$ cat config.mk
export PLATFORM = sky130hd
export DESIGN_NAME = stream_tlb
export DESIGN_NICKNAME = d
export VERILOG_FILES = /design/src/rtl/stlb_pkg.sv /design/src/rtl/stlb_inv_ctrl.sv /design/src/rtl/stlb_set.sv /design/src/rtl/stream_tlb.sv
export SDC_FILE = /design/constraint.sdc
export NUM_CORES = 1
export LEC_CHECK = 0
export ABC_AREA = 1
export BUFFER_PORTS_ARGS = -buffer_cell sky130_fd_sc_hd__buf_2
export CAP_MARGIN = 0
export CORE_MARGIN = 1
export CORE_UTILIZATION = 50
export CTS_BUF_LIST = sky130_fd_sc_hd__clkbuf_8
export DETAILED_ROUTE_END_ITERATION = 10
export PLACE_DENSITY = 0.7
export SLEW_MARGIN = 5
export SYNTH_ARGS = -nofsm -noshare
export SYNTH_HDL_FRONTEND = slang
export SYNTH_SLANG_ARGS = --single-unit
$ cat constraint.sdc
create_clock -name clk_i -period 1.55 [get_ports clk_i]
set_input_delay 0.31 -clock clk_i [delete_from_list [all_inputs] [get_ports clk_i]]
set_output_delay 0.31 -clock clk_i [all_outputs]
set_load 0.01 [all_outputs]
$ cat src/rtl/stlb_pkg.sv
package stlb_pkg;
  typedef enum logic [1:0] {
    INV_NONE     = 2'b00,
    INV_SID_SSID = 2'b01,
    INV_SID      = 2'b10,
    INV_ALL      = 2'b11
  } inv_op_e;
endpackage

$ cat src/rtl/stlb_inv_ctrl.sv
module stlb_inv_ctrl
  import stlb_pkg::*;
#(
  parameter int NUM_SETS = 4,
  parameter int SID_W    = 8,
  parameter int SSID_W   = 8,
  localparam int SET_W   = $clog2(NUM_SETS)
) (
  input  logic              clk_i,
  input  logic              rst_ni,
  input  logic              cmd_valid_i,
  input  logic [1:0]        cmd_op_i,
  input  logic [SID_W-1:0]  cmd_sid_i,
  input  logic [SSID_W-1:0] cmd_ssid_i,
  output logic              busy_o,
  output logic              done_o,
  output inv_op_e           clr_op_o,
  output logic [SET_W-1:0]  clr_set_o,
  output logic [SID_W-1:0]  clr_sid_o,
  output logic [SSID_W-1:0] clr_ssid_o
);
  localparam logic [SET_W-1:0] LAST_SET = SET_W'(NUM_SETS - 1);

  logic              busy_q, done_q;
  inv_op_e           op_q;
  logic [SET_W-1:0]  idx_q;
  logic [SID_W-1:0]  sid_q;
  logic [SSID_W-1:0] ssid_q;
  inv_op_e           op_in;
  logic [SET_W-1:0]  xor_set;
  logic              accept;

  assign op_in   = inv_op_e'(cmd_op_i);
  assign xor_set = cmd_sid_i[SET_W-1:0] ^ cmd_ssid_i[SET_W-1:0];
  assign accept  = cmd_valid_i && !busy_q && (op_in != INV_NONE);

  always_ff @(posedge clk_i or negedge rst_ni) begin
    if (!rst_ni) begin
      busy_q <= 1'b0;
      done_q <= 1'b0;
      op_q   <= INV_NONE;
      idx_q  <= '0;
      sid_q  <= '0;
      ssid_q <= '0;
    end else begin
      done_q <= 1'b0;
      if (accept) begin
        busy_q <= 1'b1;
        op_q   <= op_in;
        sid_q  <= cmd_sid_i;
        ssid_q <= cmd_ssid_i;
        idx_q  <= (op_in == INV_SID_SSID) ? xor_set : '0;
      end else if (busy_q) begin
        if (op_q == INV_SID && idx_q != LAST_SET) begin
          idx_q <= idx_q + 1'b1;
        end else begin
          busy_q <= 1'b0;
          done_q <= 1'b1;
        end
      end
    end
  end

  assign busy_o     = busy_q;
  assign done_o     = done_q;
  assign clr_op_o   = op_q;
  assign clr_set_o  = idx_q;
  assign clr_sid_o  = sid_q;
  assign clr_ssid_o = ssid_q;

  AST_DONE_PULSE: assert property (@(posedge clk_i) disable iff (!rst_ni)
    done_q |=> !done_q);
  AST_DONE_AFTER_BUSY: assert property (@(posedge clk_i) disable iff (!rst_ni)
    done_q |-> ($past(busy_q) && !busy_q));
  AST_SWEEP_STEP: assert property (@(posedge clk_i) disable iff (!rst_ni)
    (busy_q && op_q == INV_SID && idx_q != LAST_SET) |=> (busy_q && idx_q == $past(idx_q) + 1'b1));
  AST_SHORT_CMD: assert property (@(posedge clk_i) disable iff (!rst_ni)
    (busy_q && op_q != INV_SID) |=> !busy_q);
endmodule

$ cat src/rtl/stlb_set.sv
module stlb_set
  import stlb_pkg::*;
#(
  parameter int NUM_WAYS = 2,
  parameter int SID_W    = 8,
  parameter int SSID_W   = 8,
  parameter int VA_W     = 12,
  parameter int PA_W     = 12
) (
  input  logic              clk_i,
  input  logic              rst_ni,
  input  logic              fl_en_i,
  input  logic [SID_W-1:0]  fl_sid_i,
  input  logic [SSID_W-1:0] fl_ssid_i,
  input  logic [VA_W-1:0]   fl_va_i,
  input  logic [PA_W-1:0]   fl_pa_i,
  input  logic [SID_W-1:0]  lk_sid_i,
  input  logic [SSID_W-1:0] lk_ssid_i,
  input  logic [VA_W-1:0]   lk_va_i,
  output logic              lk_hit_o,
  output logic [PA_W-1:0]   lk_pa_o,
  input  logic              clr_en_i,
  input  logic              clr_sel_i,
  input  inv_op_e           clr_op_i,
  input  logic [SID_W-1:0]  clr_sid_i,
  input  logic [SSID_W-1:0] clr_ssid_i
);
  localparam int WAY_W = (NUM_WAYS > 1) ? $clog2(NUM_WAYS) : 1;

  logic [NUM_WAYS-1:0] valid_q;
  logic [SID_W-1:0]    sid_q  [NUM_WAYS];
  logic [SSID_W-1:0]   ssid_q [NUM_WAYS];
  logic [VA_W-1:0]     va_q   [NUM_WAYS];
  logic [PA_W-1:0]     pa_q   [NUM_WAYS];

  logic [NUM_WAYS-1:0] hit_vec, clr_vec;
  logic [WAY_W-1:0]    fill_way;
  logic                fill_found;

  always_comb begin
    lk_pa_o = '0;
    for (int w = 0; w < NUM_WAYS; w++) begin
      hit_vec[w] = valid_q[w] && sid_q[w] == lk_sid_i && ssid_q[w] == lk_ssid_i
                   && va_q[w] == lk_va_i;
      if (hit_vec[w]) lk_pa_o = lk_pa_o | pa_q[w];
    end
  end
  assign lk_hit_o = |hit_vec;

  // replacement: same tag, else lowest invalid, else last way
  always_comb begin
    fill_way   = WAY_W'(NUM_WAYS - 1);
    fill_found = 1'b0;
    for (int w = 0; w < NUM_WAYS; w++) begin
      if (!fill_found && valid_q[w] && sid_q[w] == fl_sid_i && ssid_q[w] == fl_ssid_i
          && va_q[w] == fl_va_i) begin
        fill_way   = WAY_W'(w);
        fill_found = 1'b1;
      end
    end
    for (int w = 0; w < NUM_WAYS; w++) begin
      if (!fill_found && !valid_q[w]) begin
        fill_way   = WAY_W'(w);
        fill_found = 1'b1;
      end
    end
  end

  always_comb begin
    for (int w = 0; w < NUM_WAYS; w++) begin
      unique case (clr_op_i)
        INV_ALL:      clr_vec[w] = clr_en_i;
        INV_SID:      clr_vec[w] = clr_en_i && clr_sel_i && sid_q[w] == clr_sid_i;
        INV_SID_SSID: clr_vec[w] = clr_en_i && clr_sel_i && sid_q[w] == clr_sid_i
                                   && ssid_q[w] == clr_ssid_i;
        default:      clr_vec[w] = 1'b0;
      endcase
    end
  end

  for (genvar w = 0; w < NUM_WAYS; w++) begin : g_way
    always_ff @(posedge clk_i or negedge rst_ni) begin
      if (!rst_ni) begin
        valid_q[w] <= 1'b0;
        sid_q[w]   <= '0;
        ssid_q[w]  <= '0;
        va_q[w]    <= '0;
        pa_q[w]    <= '0;
      end else if (clr_vec[w]) begin
        valid_q[w] <= 1'b0;
      end else if (fl_en_i && fill_way == WAY_W'(w)) begin
        valid_q[w] <= 1'b1;
        sid_q[w]   <= fl_sid_i;
        ssid_q[w]  <= fl_ssid_i;
        va_q[w]    <= fl_va_i;
        pa_q[w]    <= fl_pa_i;
      end
    end

    AST_CLR_PAIR: assert property (@(posedge clk_i) disable iff (!rst_ni)
      (clr_en_i && clr_sel_i && clr_op_i == INV_SID_SSID && valid_q[w]
       && sid_q[w] == clr_sid_i && ssid_q[w] == clr_ssid_i) |=> !valid_q[w]);
    AST_CLR_STREAM: assert property (@(posedge clk_i) disable iff (!rst_ni)
      (clr_en_i && clr_sel_i && clr_op_i == INV_SID && valid_q[w]
       && sid_q[w] == clr_sid_i) |=> !valid_q[w]);
    AST_KEEP_OTHER_STREAM: assert property (@(posedge clk_i) disable iff (!rst_ni)
      (clr_en_i && clr_op_i == INV_SID && valid_q[w] && sid_q[w] != clr_sid_i
       && !fl_en_i) |=> valid_q[w]);
  end

  AST_HIT_ONEHOT: assert property (@(posedge clk_i) disable iff (!rst_ni)
    $onehot0(hit_vec));
  AST_CLR_ALL: assert property (@(posedge clk_i) disable iff (!rst_ni)
    (clr_en_i && clr_op_i == INV_ALL) |=> (valid_q == '0));
endmodule

$ cat src/rtl/stream_tlb.sv
module stream_tlb
  import stlb_pkg::*;
#(
  parameter int NUM_SETS = 4,
  parameter int NUM_WAYS = 2,
  parameter int SID_W    = 8,
  parameter int SSID_W   = 8,
  parameter int VA_W     = 12,
  parameter int PA_W     = 12
) (
  input  logic              clk_i,
  input  logic              rst_ni,
  input  logic              lk_valid_i,
  input  logic [SID_W-1:0]  lk_sid_i,
  input  logic [SSID_W-1:0] lk_ssid_i,
  input  logic [VA_W-1:0]   lk_va_i,
  output logic              lk_ready_o,
  output logic              lk_resp_valid_o,
  output logic              lk_hit_o,
  output logic [PA_W-1:0]   lk_pa_o,
  input  logic              fl_valid_i,
  input  logic [SID_W-1:0]  fl_sid_i,
  input  logic [SSID_W-1:0] fl_ssid_i,
  input  logic [VA_W-1:0]   fl_va_i,
  input  logic [PA_W-1:0]   fl_pa_i,
  output logic              fl_ready_o,
  input  logic              inv_valid_i,
  input  logic [1:0]        inv_op_i,
  input  logic [SID_W-1:0]  inv_sid_i,
  input  logic [SSID_W-1:0] inv_ssid_i,
  output logic              inv_busy_o,
  output logic              inv_done_o
);
  localparam int SET_W = $clog2(NUM_SETS);

  logic              busy;
  inv_op_e           clr_op;
  logic [SET_W-1:0]  clr_set;
  logic [SID_W-1:0]  clr_sid;
  logic [SSID_W-1:0] clr_ssid;
  logic              lk_acc, fl_acc;
  logic [SET_W-1:0]  lk_set, fl_set;
  logic [NUM_SETS-1:0] set_hit;
  logic [PA_W-1:0]   set_pa [NUM_SETS];
  logic              resp_q, hit_q;
  logic [PA_W-1:0]   pa_q;

  stlb_inv_ctrl #(
    .NUM_SETS(NUM_SETS), .SID_W(SID_W), .SSID_W(SSID_W)
  ) u_ctrl (
    .clk_i      (clk_i),
    .rst_ni     (rst_ni),
    .cmd_valid_i(inv_valid_i),
    .cmd_op_i   (inv_op_i),
    .cmd_sid_i  (inv_sid_i),
    .cmd_ssid_i (inv_ssid_i),
    .busy_o     (busy),
    .done_o     (inv_done_o),
    .clr_op_o   (clr_op),
    .clr_set_o  (clr_set),
    .clr_sid_o  (clr_sid),
    .clr_ssid_o (clr_ssid)
  );

  assign lk_ready_o = !busy;
  assign fl_ready_o = !busy;
  assign inv_busy_o = busy;
  assign lk_acc     = lk_valid_i && !busy;
  assign fl_acc     = fl_valid_i && !busy;
  assign lk_set     = lk_va_i[SET_W-1:0];
  assign fl_set     = fl_va_i[SET_W-1:0];

  for (genvar s = 0; s < NUM_SETS; s++) begin : g_set
    stlb_set #(
      .NUM_WAYS(NUM_WAYS), .SID_W(SID_W), .SSID_W(SSID_W), .VA_W(VA_W), .PA_W(PA_W)
    ) u_set (
      .clk_i     (clk_i),
      .rst_ni    (rst_ni),
      .fl_en_i   (fl_acc && fl_set == SET_W'(s)),
      .fl_sid_i  (fl_sid_i),
      .fl_ssid_i (fl_ssid_i),
      .fl_va_i   (fl_va_i),
      .fl_pa_i   (fl_pa_i),
      .lk_sid_i  (lk_sid_i),
      .lk_ssid_i (lk_ssid_i),
      .lk_va_i   (lk_va_i),
      .lk_hit_o  (set_hit[s]),
      .lk_pa_o   (set_pa[s]),
      .clr_en_i  (busy),
      .clr_sel_i (clr_set == SET_W'(s)),
      .clr_op_i  (clr_op),
      .clr_sid_i (clr_sid),
      .clr_ssid_i(clr_ssid)
    );
  end

  always_ff @(posedge clk_i or negedge rst_ni) begin
    if (!rst_ni) begin
      resp_q <= 1'b0;
      hit_q  <= 1'b0;
      pa_q   <= '0;
    end else begin
      resp_q <= lk_acc;
      hit_q  <= lk_acc && set_hit[lk_set];
      pa_q   <= (lk_acc && set_hit[lk_set]) ? set_pa[lk_set] : '0;
    end
  end

  assign lk_resp_valid_o = resp_q;
  assign lk_hit_o        = hit_q;
  assign lk_pa_o         = pa_q;

  AST_NO_RESP_AFTER_BUSY: assert property (@(posedge clk_i) disable iff (!rst_ni)
    lk_resp_valid_o |-> !$past(inv_busy_o));
  AST_MISS_PA_ZERO: assert property (@(posedge clk_i) disable iff (!rst_ni)
    (lk_resp_valid_o && !lk_hit_o) |-> (lk_pa_o == '0));
endmodule

==> impl_results.md, run 1 <==
- Grt repair worst endpoint: g_set[0].u_set.ssid_q[8]$_DFFE_PN0P_/D
- Top cells by area, synth: dfrtp_1 39%, nand2_1 21%, nand3_1 7.3%
- Largest net degree at the start of global routing: 67
- Synth cell types: 38
- Async set-reset flop share out of synthesis: 100%
- # rows: 79
- Ys Warns: 0
- Cells after synthesis: 3399
- Seq/Total Area, Yosys: 38.6%
- Synth top cells by count: 1303 x nand2_1, 364 x dfrtp_1, 345 x nand3_1
- Synthesized area per cell: 6.94 µm²
- IO Pins: 109
- Run status: did not finish
- Synth Register Bits: roughly 360
- CTS max path bufs: 3
- Initial Util: 50.7%
- Top cell type's share of synthesized area: 38.6%
- TritonCTS buffer count: 70
- Syn_nets: 3494
- Port Buf Inserts: 108
- Largest area contributor in the netlist: dfrtp_1
- RD Place Congestion: 1.17
- Top-count cell post-synth: nand2_1
- Placed inst area: 0.0302 mm²
- CTS Sinks: 364
- Tool error: [ERROR GRT-0232] Routing congestion too high. Check the congestion heatmap in the GUI.
- Stopping stage: global routing (5_1_grt)
- Clk root buf: clkbuf_8
- Worst ep type: register input
- DIE HEIGHT: 219 µm
- Detailed-placement wirelength estimate: around 97000 µm
- Main synth FF type: dfrtp_1
- Post-synth EDFFs: 0
- Grt ovf: 75
- Die width: 219 µm
- GR Util All Layers: 73.0%
- H-tree Lvls: 3
- Post-Syn Area: 0.0236 mm²
==> per-layer routing <==
layer | overflow | global-route usage (%)
met1 | 2 | 76.0
met2 | 45 | 90.7
met3 | 2 | 54.5
met4 | 26 | 67.0
met5 | 0 | 29.2
==> cell families after synthesis <==
logic type,synth area share (%)
adder cells (fa/ha/maj),0.212
buffers and inverters,9.74
AND/OR/NAND/NOR,36.1
flip-flops,38.6
XOR/XNOR,8.09
AO/OA/AOI/OAI,7.27
==> timing repair <==
| item | CTS |
|---|---|
| resized for setup | 566 |
| hold buffers | 34 |
| pin swaps | 168 |
| endpoints found under the hold margin | 406 |
| buffers inserted | 70 |
| gates cloned | 25 |
| endpoints found under the setup margin | 357 |
==> metrics by stage <==
step	setup TNS, ns	setup slack [ns]	std cells	utilization, %	hold slack, ns
after floorplan	-32.51	-0.155	3399	-	0.0144
after global placement	-295.16	-0.996	4623	64.8	0.173
after detailed placement	-302.74	-1.05	4623	64.8	0.171
after CTS	-187.90	-0.640	4873	75.6	0.0143
==> run 2, diff against run 1 <==
Settings changed: CORE_UTILIZATION 50 to 35, CTS_BUF_LIST sky130_fd_sc_hd__clkbuf_8 to unset, PLACE_DENSITY 0.7 to unset, PLACE_DENSITY_LB_ADDON set to 0.15.
Clock period 1.55 ns to 2 ns, I/O delays scaled along.
==> impl_results.md, run 2 <==
- Wire length per cell: 27.2 µm
- Hold path startpoint: inv_op_i[1]
- Largest area contributor in the netlist: dfrtp_1
- Power consumption: 0.0522 W
- Top cell type's share of synthesized area: 38.6% (unchanged)
- Crit path setup slack, layout: -0.373 ns
- Worst Setup Start Kind: register
- CP max stage cell: dfrtp_1
- RSZ-0062 raised after global routing: true
- ANT nets after route: 0
- # rows: 94 (+19%)
- Initial Util: 35.6% (-15 points)
- Core area: 0.0662 mm²
- Synth Register Bits: 364 (unchanged)
- Hold crit path type: in -> reg
- Total wire length: 139000 µm
- Fmax: 421 MHz
- Pleak: 18.3 nW
- Post-layout nets: between 4000 and 5000
- Worst-path clk slew: roughly 0.060 ns
- Largest regs: g_set.u_set.pa_q x96, g_set.u_set.va_q x96
- Top-count cell post-synth: nand2_1
- Post-synth EDFFs: 0 (unchanged)
- Synth cell types: 38 (unchanged)
- Number of global-route vias before repair: 26525
- Fill cells: about 6200
- Top cells by area, synth: dfrtp_1 39%, nand2_1 21%, nand3_1 7.3%
- CP required: 2.47 ns
- Max-Cap Viols: 0
- Most common cell after layout, fill and taps aside: nand2_1
- Die width: 262 µm (+19%)
- Grt ovf: 0
- Arr. time, crit path: 2.85 ns
- Detailed-placement wirelength estimate: 96600 µm (-0.42%)
- PD cells: 1410 mW/mm²
- Port Buf Inserts: 108 (unchanged)
- Tmin final: approximately 2.4 ns
- Post-Syn Area: 0.0236 mm² (unchanged)
- Post-route DRC: 0
- GR Util All Layers: 39.5%
- Syn_nets: 3494 (unchanged)
- Reg2Reg Launch Point: g_set[2].u_set.sid_q[10]
- Slew HR: 62.9%
- Ys Warns: 0 (unchanged)
- Critical Path Source: g_set[2].u_set.sid_q[10]
- DIE HEIGHT: 262 µm (+19%)
- Failing checks: setup timing
- Initial DRC count: approximately 3700
- Cell family with most CP delay: simple AND/OR/NAND/NOR gates
- Area delta synth->final: 56.9%
- Final slew viol count: 0
- Worst IR drop on VDD: 0.902 mV
- Endpoint type of the worst setup path: register
- Most frequent cells in the layout: 939 x nand2_1, 659 x buf_4, 331 x dfrtp_1
- Final cell count without fillers: 5100
- IO Pins: 109 (unchanged)
- Hold Vio Cnt, Final: 0
- RD Place Congestion: 1.10 (-5.3%)
- Synthesized area per cell: 6.94 µm² (unchanged)
- Drt first pass iters: 7
- Layout cell share with drive strength beyond 1: 40.7%
- First-pass GRT wire length: 192000 µm
- Die Area: 0.0684 mm²
- Synth top cells by count: 1303 x nand2_1, 364 x dfrtp_1, 345 x nand3_1
- Worst clock skew: ~0.033 ns
- Tcrit/Tclk final: 119%
- Hold slack: 0.0233 ns
- Worst-path fanout max: 6
- Final setup vio count: 341
- Placed insts: 4856 (+5.0%)
- TritonCTS buffer count: 47 (-33%)
- CTS max path bufs: 3 (unchanged)
- CP peak stage delay: 0.44 ns
- Main synth FF type: dfrtp_1
- H-tree Lvls: 2 (-1)
- Async set-reset flop share out of synthesis: 100% (unchanged)
- CTS Sinks: 364 (unchanged)
- Vias per cell: ~5.6
- Run status: finished, violations left
- Cells after synthesis: 3399 (unchanged)
- Antenna violations before repair: 3
- Largest net degree at the start of global routing: between 60 and 70
- Vias after detailed routing: 28513
- Worst-skew pair later-pin latency: 0.62 ns
- Critical path, cell by cell: inv_2 -> nand2_4 -> nand4_1 -> nor3_2 -> buf_4 -> nand3_4 -> o21ai_4 -> nand3_4 -> buf_12 -> buf_12 -> nand2_2 -> nand2_1
- Slew @ Worst Pin: 0.554 ns
- Setup CP Type: reg -> reg
- Setup Slack @ Placement: -0.663 ns (+0.382 ns)
- Seq/Total Area, Yosys: 38.6% (unchanged)
- TritonCTS clock tree: done
- Worst path bufs/invs: 4
- Clk root buf: clkbuf_16
## run 2: cell counts after synthesis
No cell type changed its count.
## run 2: routing by layer
| layer | share of wire [%] | track usage (%) |
|---|---|---|
| met4 | 7.0 | 21.5 |
| met1 | 40 | 53.7 |
| met3 | 12 | 9.74 |
| met5 | 0 | 0 |
| met2 | 41 | 57.4 |
## run 2: area by class of cell
| class | instances | area (µm²) | share of cell area, % |
|---|---|---|---|
| inverter | 295 | 1110 | 3.00 |
| timing repair buffer | 964 | 9130 | 24.7 |
| sequential | 364 | 9150 | 24.7 |
| clock inverter | 17 | 231 | 0.625 |
| clock buffer | 67 | 1350 | 3.65 |
| multi-input combinational | 2526 | 15000 | 40.4 |
| tap | 864 | 1080 | 2.92 |
| antenna | 3 | 7.51 | 0.0203 |
## run 2: cells by family (layout without fill, tap and decap cells)
kind of cell / Yosys count / after routing / share of synthesized area (%)
simple gates: 2012 / 2012 / 36.1
buf+inv: 509 / 1343 / 9.74
flops: 364 / 364 / 38.6
compound gates: 292 / 292 / 7.27
xor+xnor: 218 / 218 / 8.09
fa+ha+maj: 4 / 4 / 0.212
other cells: 0 / 3 / 0
## run 2: metrics by stage
stage	TNS [ns]	utilization, %	cell area, µm²
5_1_grt	-95.39	55.9	37000
3_3_place_gp	-183.83	45.5	30100
6_report	-92.56	55.9	37000
2_1_floorplan	0	-	23600
4_1_cts	-48.38	53.2	35200
3_5_place_dp	-191.33	45.5	30100
## run 2: path summary, 6_finish.rpt
check / slack (ns) / cells past startpoint / endpoint
max: -0.37 / 12 / g_set[2].u_set.ssid_q[14]
min: 0.02 / 2 / u_ctrl.clr_set_o[0]
max reg2reg: -0.37 / 12 / g_set[2].u_set.ssid_q[14]
min reg2reg: 0.47 / 2 / g_set[0].u_set.pa_q[0]
max in group asynchronous: 0.91 / 3 / g_set[2].u_set.sid_q[3]
min in group asynchronous: 0.31 / 2 / g_set[1].u_set.ssid_q[13]
## run 2: report_power, final
| group | switching, W | total [W] | internal [W] |
|---|---|---|---|
| Clock | 0.00370 | 0.00904 | 0.00534 |
| Combinational | 0.0158 | 0.0287 | 0.0128 |
| Sequential | 0.00391 | 0.0145 | 0.0106 |
## run 2: timing repair
| action | in CTS | in global routing |
|---|---|---|
| gates cloned | 38 | 16 |
| buffers inserted | 97 | 30 |
| endpoints found under the hold margin | 29 | 0 |
| setup endpoints to repair | 341 | 341 |
| resized for setup | 531 | 442 |
| hold buffers | 8 | 0 |
| pin swaps | 116 | 133 |
Power figures use the tool's default switching activity.
